--- src/rtl/pt_pkg.sv ---
// Package: shared types for the page table translator.
// Assumes a 4 KiB page and a single-level table per process.
package pt_pkg;

    localparam int PO_W  = 12;
    localparam int PPN_W = 8;

    typedef enum logic [1:0] {
        ACC_FETCH = 2'b00,
        ACC_READ  = 2'b01,
        ACC_WRITE = 2'b10,
        ACC_RSVD  = 2'b11
    } acc_e;

    typedef enum logic [1:0] {
        RT_RO  = 2'b00,
        RT_RW  = 2'b01,
        RT_X   = 2'b10,
        RT_RWX = 2'b11
    } rights_e;

    typedef enum logic [1:0] {
        ST_OK    = 2'b00,
        ST_PAGE  = 2'b01,
        ST_PROT  = 2'b10,
        ST_UNUSED = 2'b11
    } status_e;

    typedef struct packed {
        logic             valid;
        logic [1:0]       rights;
        logic [PPN_W-1:0] ppn;
    } pte_t;

endpackage

--- src/rtl/pt_table_mem.sv ---
// Module: entry storage for all process tables.
// One synchronous write port, one registered read port. A read and a write
// of the same address in one cycle return the old contents.
// Assumes the entry count stays small enough to clear in reset.
module pt_table_mem
    import pt_pkg::*;
#(
    parameter int ADDR_W = 7
) (
    input  logic              clk,
    input  logic              rst_n,
    input  logic              we,
    input  logic [ADDR_W-1:0] waddr,
    input  pte_t              wdata,
    input  logic [ADDR_W-1:0] raddr,
    output pte_t              rdata
);
    localparam int DEPTH = 1 << ADDR_W;

    pte_t mem [DEPTH];
    pte_t rd_q;

    // Store writes, clear all entries on reset.
    always_ff @(posedge clk) begin
        if (!rst_n) begin
            for (int i = 0; i < DEPTH; i++) mem[i] <= '0;
        end else if (we) begin
            mem[waddr] <= wdata;
        end
    end

    // Registered read; sees pre-write contents on a same-cycle collision.
    always_ff @(posedge clk) begin
        if (!rst_n) rd_q <= '0;
        else        rd_q <= mem[raddr];
    end

    assign rdata = rd_q;

endmodule

--- src/rtl/pt_perm_check.sv ---
// Module: decides the lookup status from an entry and an access kind.
// Assumes the entry is the one selected for the request. A range error or a
// not-present page outranks a rights violation.
module pt_perm_check
    import pt_pkg::*;
(
    input  pte_t       entry,
    input  logic [1:0] acc,
    input  logic       out_of_range,
    output logic [1:0] status
);
    logic allow;

    // Rights against access kind.
    always_comb begin
        unique case (acc)
            ACC_FETCH: allow = (entry.rights == RT_X)  || (entry.rights == RT_RWX);
            ACC_READ:  allow = (entry.rights != RT_X);
            ACC_WRITE: allow = (entry.rights == RT_RW) || (entry.rights == RT_RWX);
            default:   allow = 1'b0;
        endcase
    end

    // Priority: presence first, then rights.
    always_comb begin
        if (out_of_range || !entry.valid) status = ST_PAGE;
        else if (!allow)                  status = ST_PROT;
        else                              status = ST_OK;
    end

endmodule

--- src/rtl/pt_translator.sv ---
// Module: top of the page table translator.
// Accepts one lookup per cycle and answers one cycle later. The base register
// picks the process table; management writes load entries in any table.
// Assumes the virtual page number space mapped per table is 2**IDX_W pages.
module pt_translator
    import pt_pkg::*;
#(
    parameter int VA_W    = 32,
    parameter int IDX_W   = 5,
    parameter int TBL_W   = 2,
    parameter int PPN_WID = PPN_W
) (
    input  logic                  clk,
    input  logic                  rst_n,
    input  logic                  req_valid,
    input  logic [VA_W-1:0]       req_vaddr,
    input  logic [1:0]            req_acc,
    input  logic                  base_we,
    input  logic [TBL_W-1:0]      base_sel,
    input  logic                  mt_we,
    input  logic [TBL_W-1:0]      mt_table,
    input  logic [IDX_W-1:0]      mt_idx,
    input  logic                  mt_valid,
    input  logic [1:0]            mt_rights,
    input  logic [PPN_WID-1:0]    mt_ppn,
    output logic                  rsp_valid,
    output logic [1:0]            rsp_status,
    output logic [PPN_WID+PO_W-1:0] rsp_paddr
);
    localparam int ADDR_W = TBL_W + IDX_W;
    localparam int HI_LSB = PO_W + IDX_W;
    localparam int PA_W   = PPN_WID + PO_W;

    logic [TBL_W-1:0] base_q;
    logic             req_q;
    logic [1:0]       acc_q;
    logic [PO_W-1:0]  off_q;
    logic             oor_q;
    pte_t             wentry;
    pte_t             rentry;
    logic [1:0]       status;

    // Table base register, changed on a process switch.
    always_ff @(posedge clk) begin
        if (!rst_n)       base_q <= '0;
        else if (base_we) base_q <= base_sel;
    end

    // Request stage registers that travel beside the table read.
    always_ff @(posedge clk) begin
        if (!rst_n) begin
            req_q <= 1'b0;
            acc_q <= '0;
            off_q <= '0;
            oor_q <= 1'b0;
        end else begin
            req_q <= req_valid;
            acc_q <= req_acc;
            off_q <= req_vaddr[PO_W-1:0];
            oor_q <= |req_vaddr[VA_W-1:HI_LSB];
        end
    end

    assign wentry.valid  = mt_valid;
    assign wentry.rights = mt_rights;
    assign wentry.ppn    = mt_ppn;

    pt_table_mem #(.ADDR_W(ADDR_W)) u_mem (
        .clk   (clk),
        .rst_n (rst_n),
        .we    (mt_we),
        .waddr ({mt_table, mt_idx}),
        .wdata (wentry),
        .raddr ({base_q, req_vaddr[HI_LSB-1:PO_W]}),
        .rdata (rentry)
    );

    pt_perm_check u_chk (
        .entry        (rentry),
        .acc          (acc_q),
        .out_of_range (oor_q),
        .status       (status)
    );

    // Response: address only on success.
    always_comb begin
        rsp_valid  = req_q;
        rsp_status = req_q ? status : ST_OK;
        rsp_paddr  = (req_q && status == ST_OK) ? {rentry.ppn, off_q} : '0;
    end


    resp_follows_req_chk: assert property (@(posedge clk) disable iff (!rst_n)
        req_valid |=> rsp_valid);

    no_spurious_rsp_chk: assert property (@(posedge clk) disable iff (!rst_n)
        !req_valid |=> !rsp_valid);

    offset_pass_chk: assert property (@(posedge clk) disable iff (!rst_n)
        req_valid |=> (rsp_status != ST_OK || rsp_paddr[PO_W-1:0] == $past(req_vaddr[PO_W-1:0])));

    fault_zero_addr_chk: assert property (@(posedge clk) disable iff (!rst_n)
        (rsp_valid && rsp_status != ST_OK) |-> (rsp_paddr == {PA_W{1'b0}}));

    range_fault_chk: assert property (@(posedge clk) disable iff (!rst_n)
        (req_valid && |req_vaddr[VA_W-1:HI_LSB]) |=> (rsp_status == ST_PAGE));

    rsvd_acc_chk: assert property (@(posedge clk) disable iff (!rst_n)
        (req_valid && req_acc == ACC_RSVD) |=> (rsp_status != ST_OK));

    no_code3_chk: assert property (@(posedge clk) disable iff (!rst_n)
        rsp_valid |-> (rsp_status != ST_UNUSED));

endmodule

--- config.mk ---
export PLATFORM = sky130hd
export DESIGN_NAME = pt_translator
export DESIGN_NICKNAME = d
export VERILOG_FILES = /design/src/rtl/pt_pkg.sv /design/src/rtl/pt_table_mem.sv /design/src/rtl/pt_perm_check.sv /design/src/rtl/pt_translator.sv
export SDC_FILE = /design/constraint.sdc
export NUM_CORES = 2
export LEC_CHECK = 0
export ABC_AREA = 1
export BUFFER_PORTS_ARGS = -buffer_cell sky130_fd_sc_hd__buf_2
export CORE_AREA = 3 3 395 397
export CTS_CLUSTER_DIAMETER = 80
export CTS_CLUSTER_SIZE = 30
export DETAILED_ROUTE_END_ITERATION = 7
export DIE_AREA = 0 0 398 400
export GPL_ROUTABILITY_DRIVEN = 1
export SLEW_MARGIN = 20
export SYNTH_ARGS = -nofsm -noshare
export SYNTH_HDL_FRONTEND = slang
export SYNTH_HIERARCHICAL = 1
export SYNTH_SLANG_ARGS = --single-unit
--- constraint.sdc ---
create_clock -name clk -period 4.4 [get_ports clk]
set_input_delay 0.66 -clock clk [delete_from_list [all_inputs] [get_ports clk]]
set_output_delay 0.66 -clock clk [all_outputs]
set_load 0.01 [all_outputs]
==> results_dict.tcl <==
set metrics [dict create \
    status "finished, final reports clean" \
    finalSetupViolCount 0 \
    syn_area_per_cell_um2 9.64 \
    cts_root_buffer "clkbuf_16" \
    cpMostUsedCell "nor2_2" \
    drcViolationCount 0 \
    io_buffer_count 81 \
    area_growth_pct 5.28 \
    peakVddDrop_v 0.000344 \
    seqPwrFrac_pct 61.0 \
    fin_util_pct 45.3 \
    critPathRequiredTime_ps 3740 \
    ios 82 \
    drv_cap 0 \
    num_rows 143 \
    htree_levels 2 \
    cts_buffers 61 \
    synthDistinctLibCells 25 \
    p_switching_w 0.00664 \
    seqCellArea_um2 42900 \
    p_comb_share_pct 9.9 \
    power_density_nw_per_um2 377 \
    drt_iter0_markers 5977 \
    cp-start-kind "register" \
    die_h_um 400 \
    clockPowerShare_pct 29.1 \
    layout_common_cells "1,873 x nand2_1, 1,449 x nor2_1, 1,408 x edfxtp_1" \
    worst_pin_slew_ps 1140 \
    grt_pass1_vias 44613 \
    ff2ff_setup_slack_ps 2470 \
    ctsHoldBuffers 0 \
    critPathSlowestCell "dfxtp_1" \
    clock-sinks 1437 \
    grt_max_degree 170 \
    ctsResizeCount 0 \
    post_drt_wl_per_cell_um 22.8 \
    timing.rr.start "u_mem/mem[36][5]" \
    slew_viol_final 0 \
    setup_tns_ps 0 \
    hold_viol_final 0 \
    p_sw_share_pct 25.5 \
    track_usage_pct 23.9 \
    totalWireLength_um 195000 \
    diodes 0 \
    max_stage_delay_ps 470 \
    grt_pass1_wl_um 288000 \
    slew_headroom_pct 23.9 \
    core_um2 152000 \
    clk_pin_slew_ps 110 \
    worstSetupPathType "reg -> out" \
    crit_fanout 20 \
    dpl.hpwl_um 115000 \
    overflow 0 \
    leakage_nw 26.3 \
    final_common_cell "nand2_1" \
    timing.fmax_mhz 328 \
    synth_area_um2 65600 \
    finalPower_w 0.0260 \
    fin_crit_sh_pct 69.2 \
    via_count 47867 \
    die_area_um2 159000 \
    crit_chain "inv_1, nor2_2, nand2_1, nor2_1, nor2_2, nand2_2, nor2_2, buf_2" \
    synth_cells 6805 \
    start_util_pct 43.1 \
    synth_nets 6864 \
    synth-seq-cells 1437 \
    multi_input_area_um2 19500 \
    cts_setup_buffers 0 \
    drive_gt1_share_pct 5.79 \
    avgViaCountPerCell 5.62 \
    seq_area_frac_synth_pct 65.4 \
    cts_tree "yes" \
    end_kind "output pin" \
    startpoint "u_mem/rdata[10]" \
    hold_ws_ps 114 \
    rsz0062_at_grt "false" \
    hp-class "in -> reg" \
    ant_nets 0 \
    cp.arrival_ps 2380 \
    gp_congestion 0.893 \
    clk_path_buf_depth 3 \
    clock_latency_ps 750 \
    ys_warn_count 6 \
    die_width_um 398 \
    firstDrtPassIters 7 \
    fin_crit_ps 3040 \
    layout.nets 6512 \
    antenna_found_initial 2 \
    skew_ps 37.5 \
    filler_cell_count 14362 \
    p_int_w 0.0194 \
    hold_start "req_vaddr[7]" \
]
## flip-flops by register name, indices dropped and copies added (netlist names)
name / flops
acc_q: 2
u_mem/rdata: 11
oor_q: 1
base_q: 2
off_q: 12
rsp_valid: 1
u_mem/mem: 1408
## metal layers
layer  wire length [um]  track usage, %  up-vias
met3              18200            3.36      251
met1              81000            34.3    23450
met2              89600            37.9     2273
li1                   -               -    21891
met5                 11               0        -
met4               5750            6.76        2
## through the flow
| stage | setup WS (ps) | cell area [um^2] | cells |
|---|---|---|---|
| after floorplan | 2050 | 65600 | 6805 |
| after global placement | 931 | 67000 | 8420 |
| after detailed placement | 918 | 67000 | 8420 |
| after CTS | 1300 | 69000 | 8519 |
| after global routing | 1150 | 69000 | 8519 |
| final | 1360 | 69000 | 8519 |
## final cells by class
type                            count  area share [%]
Clock buffer                       66            2.30
Inverter                           69           0.493
Multi-Input combinational cell   4680            28.2
Tap cell                         2030            3.68
Timing Repair Buffer              204            2.50
Sequential cell                  1437            62.1
Clock inverter                     33           0.710
## critical path, delay by kind of cell (launching register included)
| kind | cells | cell delay [ps] |
|---|---|---|
| and+or+nand+nor | 6 | 930 |
| DFF | 1 | 470 |
| buffers and inverters | 2 | 250 |
## kinds of logic (layout without fill, tap and decap cells)
group	count (synthesis)	count (layout)	synth area share [%]
AND/OR/NAND/NOR	4676	4676	29.7
flip-flops	1437	1437	65.4
buffers and inverters	688	372	4.92
AO/OA/AOI/OAI	4	4	0.0305
## synth_stat cells (all sizes together)
cell,number,area [um^2]
clkbuf,278,1040
buf,341,1920
nand3,1287,6440
nand4,8,50.1
edfxtp,1408,42300
clkinv,2,7.51
or2,2,12.5
a21oi,1,5.00
nor2,1486,5680
nor3,1,16.3
inv,67,256
nand2,1884,7100
nor4,8,170
dfxtp,29,581
o21ai,3,15.0
## power groups by stage
| stage | clock network (W) | logic (W) | registers, W |
|---|---|---|---|
| detailed placement | 0 | 0.00253 | 0.0162 |
| CTS | 0.00771 | 0.00253 | 0.0159 |
| global placement | 0 | 0.00251 | 0.0162 |
| global route | 0.00813 | 0.00276 | 0.0159 |
| floorplan | 0 | 0.00161 | 0.0161 |
| finish | 0.00757 | 0.00257 | 0.0159 |
## worst paths after layout
path              cells after the start             end
setup / recovery                      8   rsp_paddr[15]
hold / removal                        3        off_q[7]
setup reg to reg                     10  u_mem/rdata[5]
hold reg to reg                       3       base_q[0]
Power figures use the tool's default switching activity.
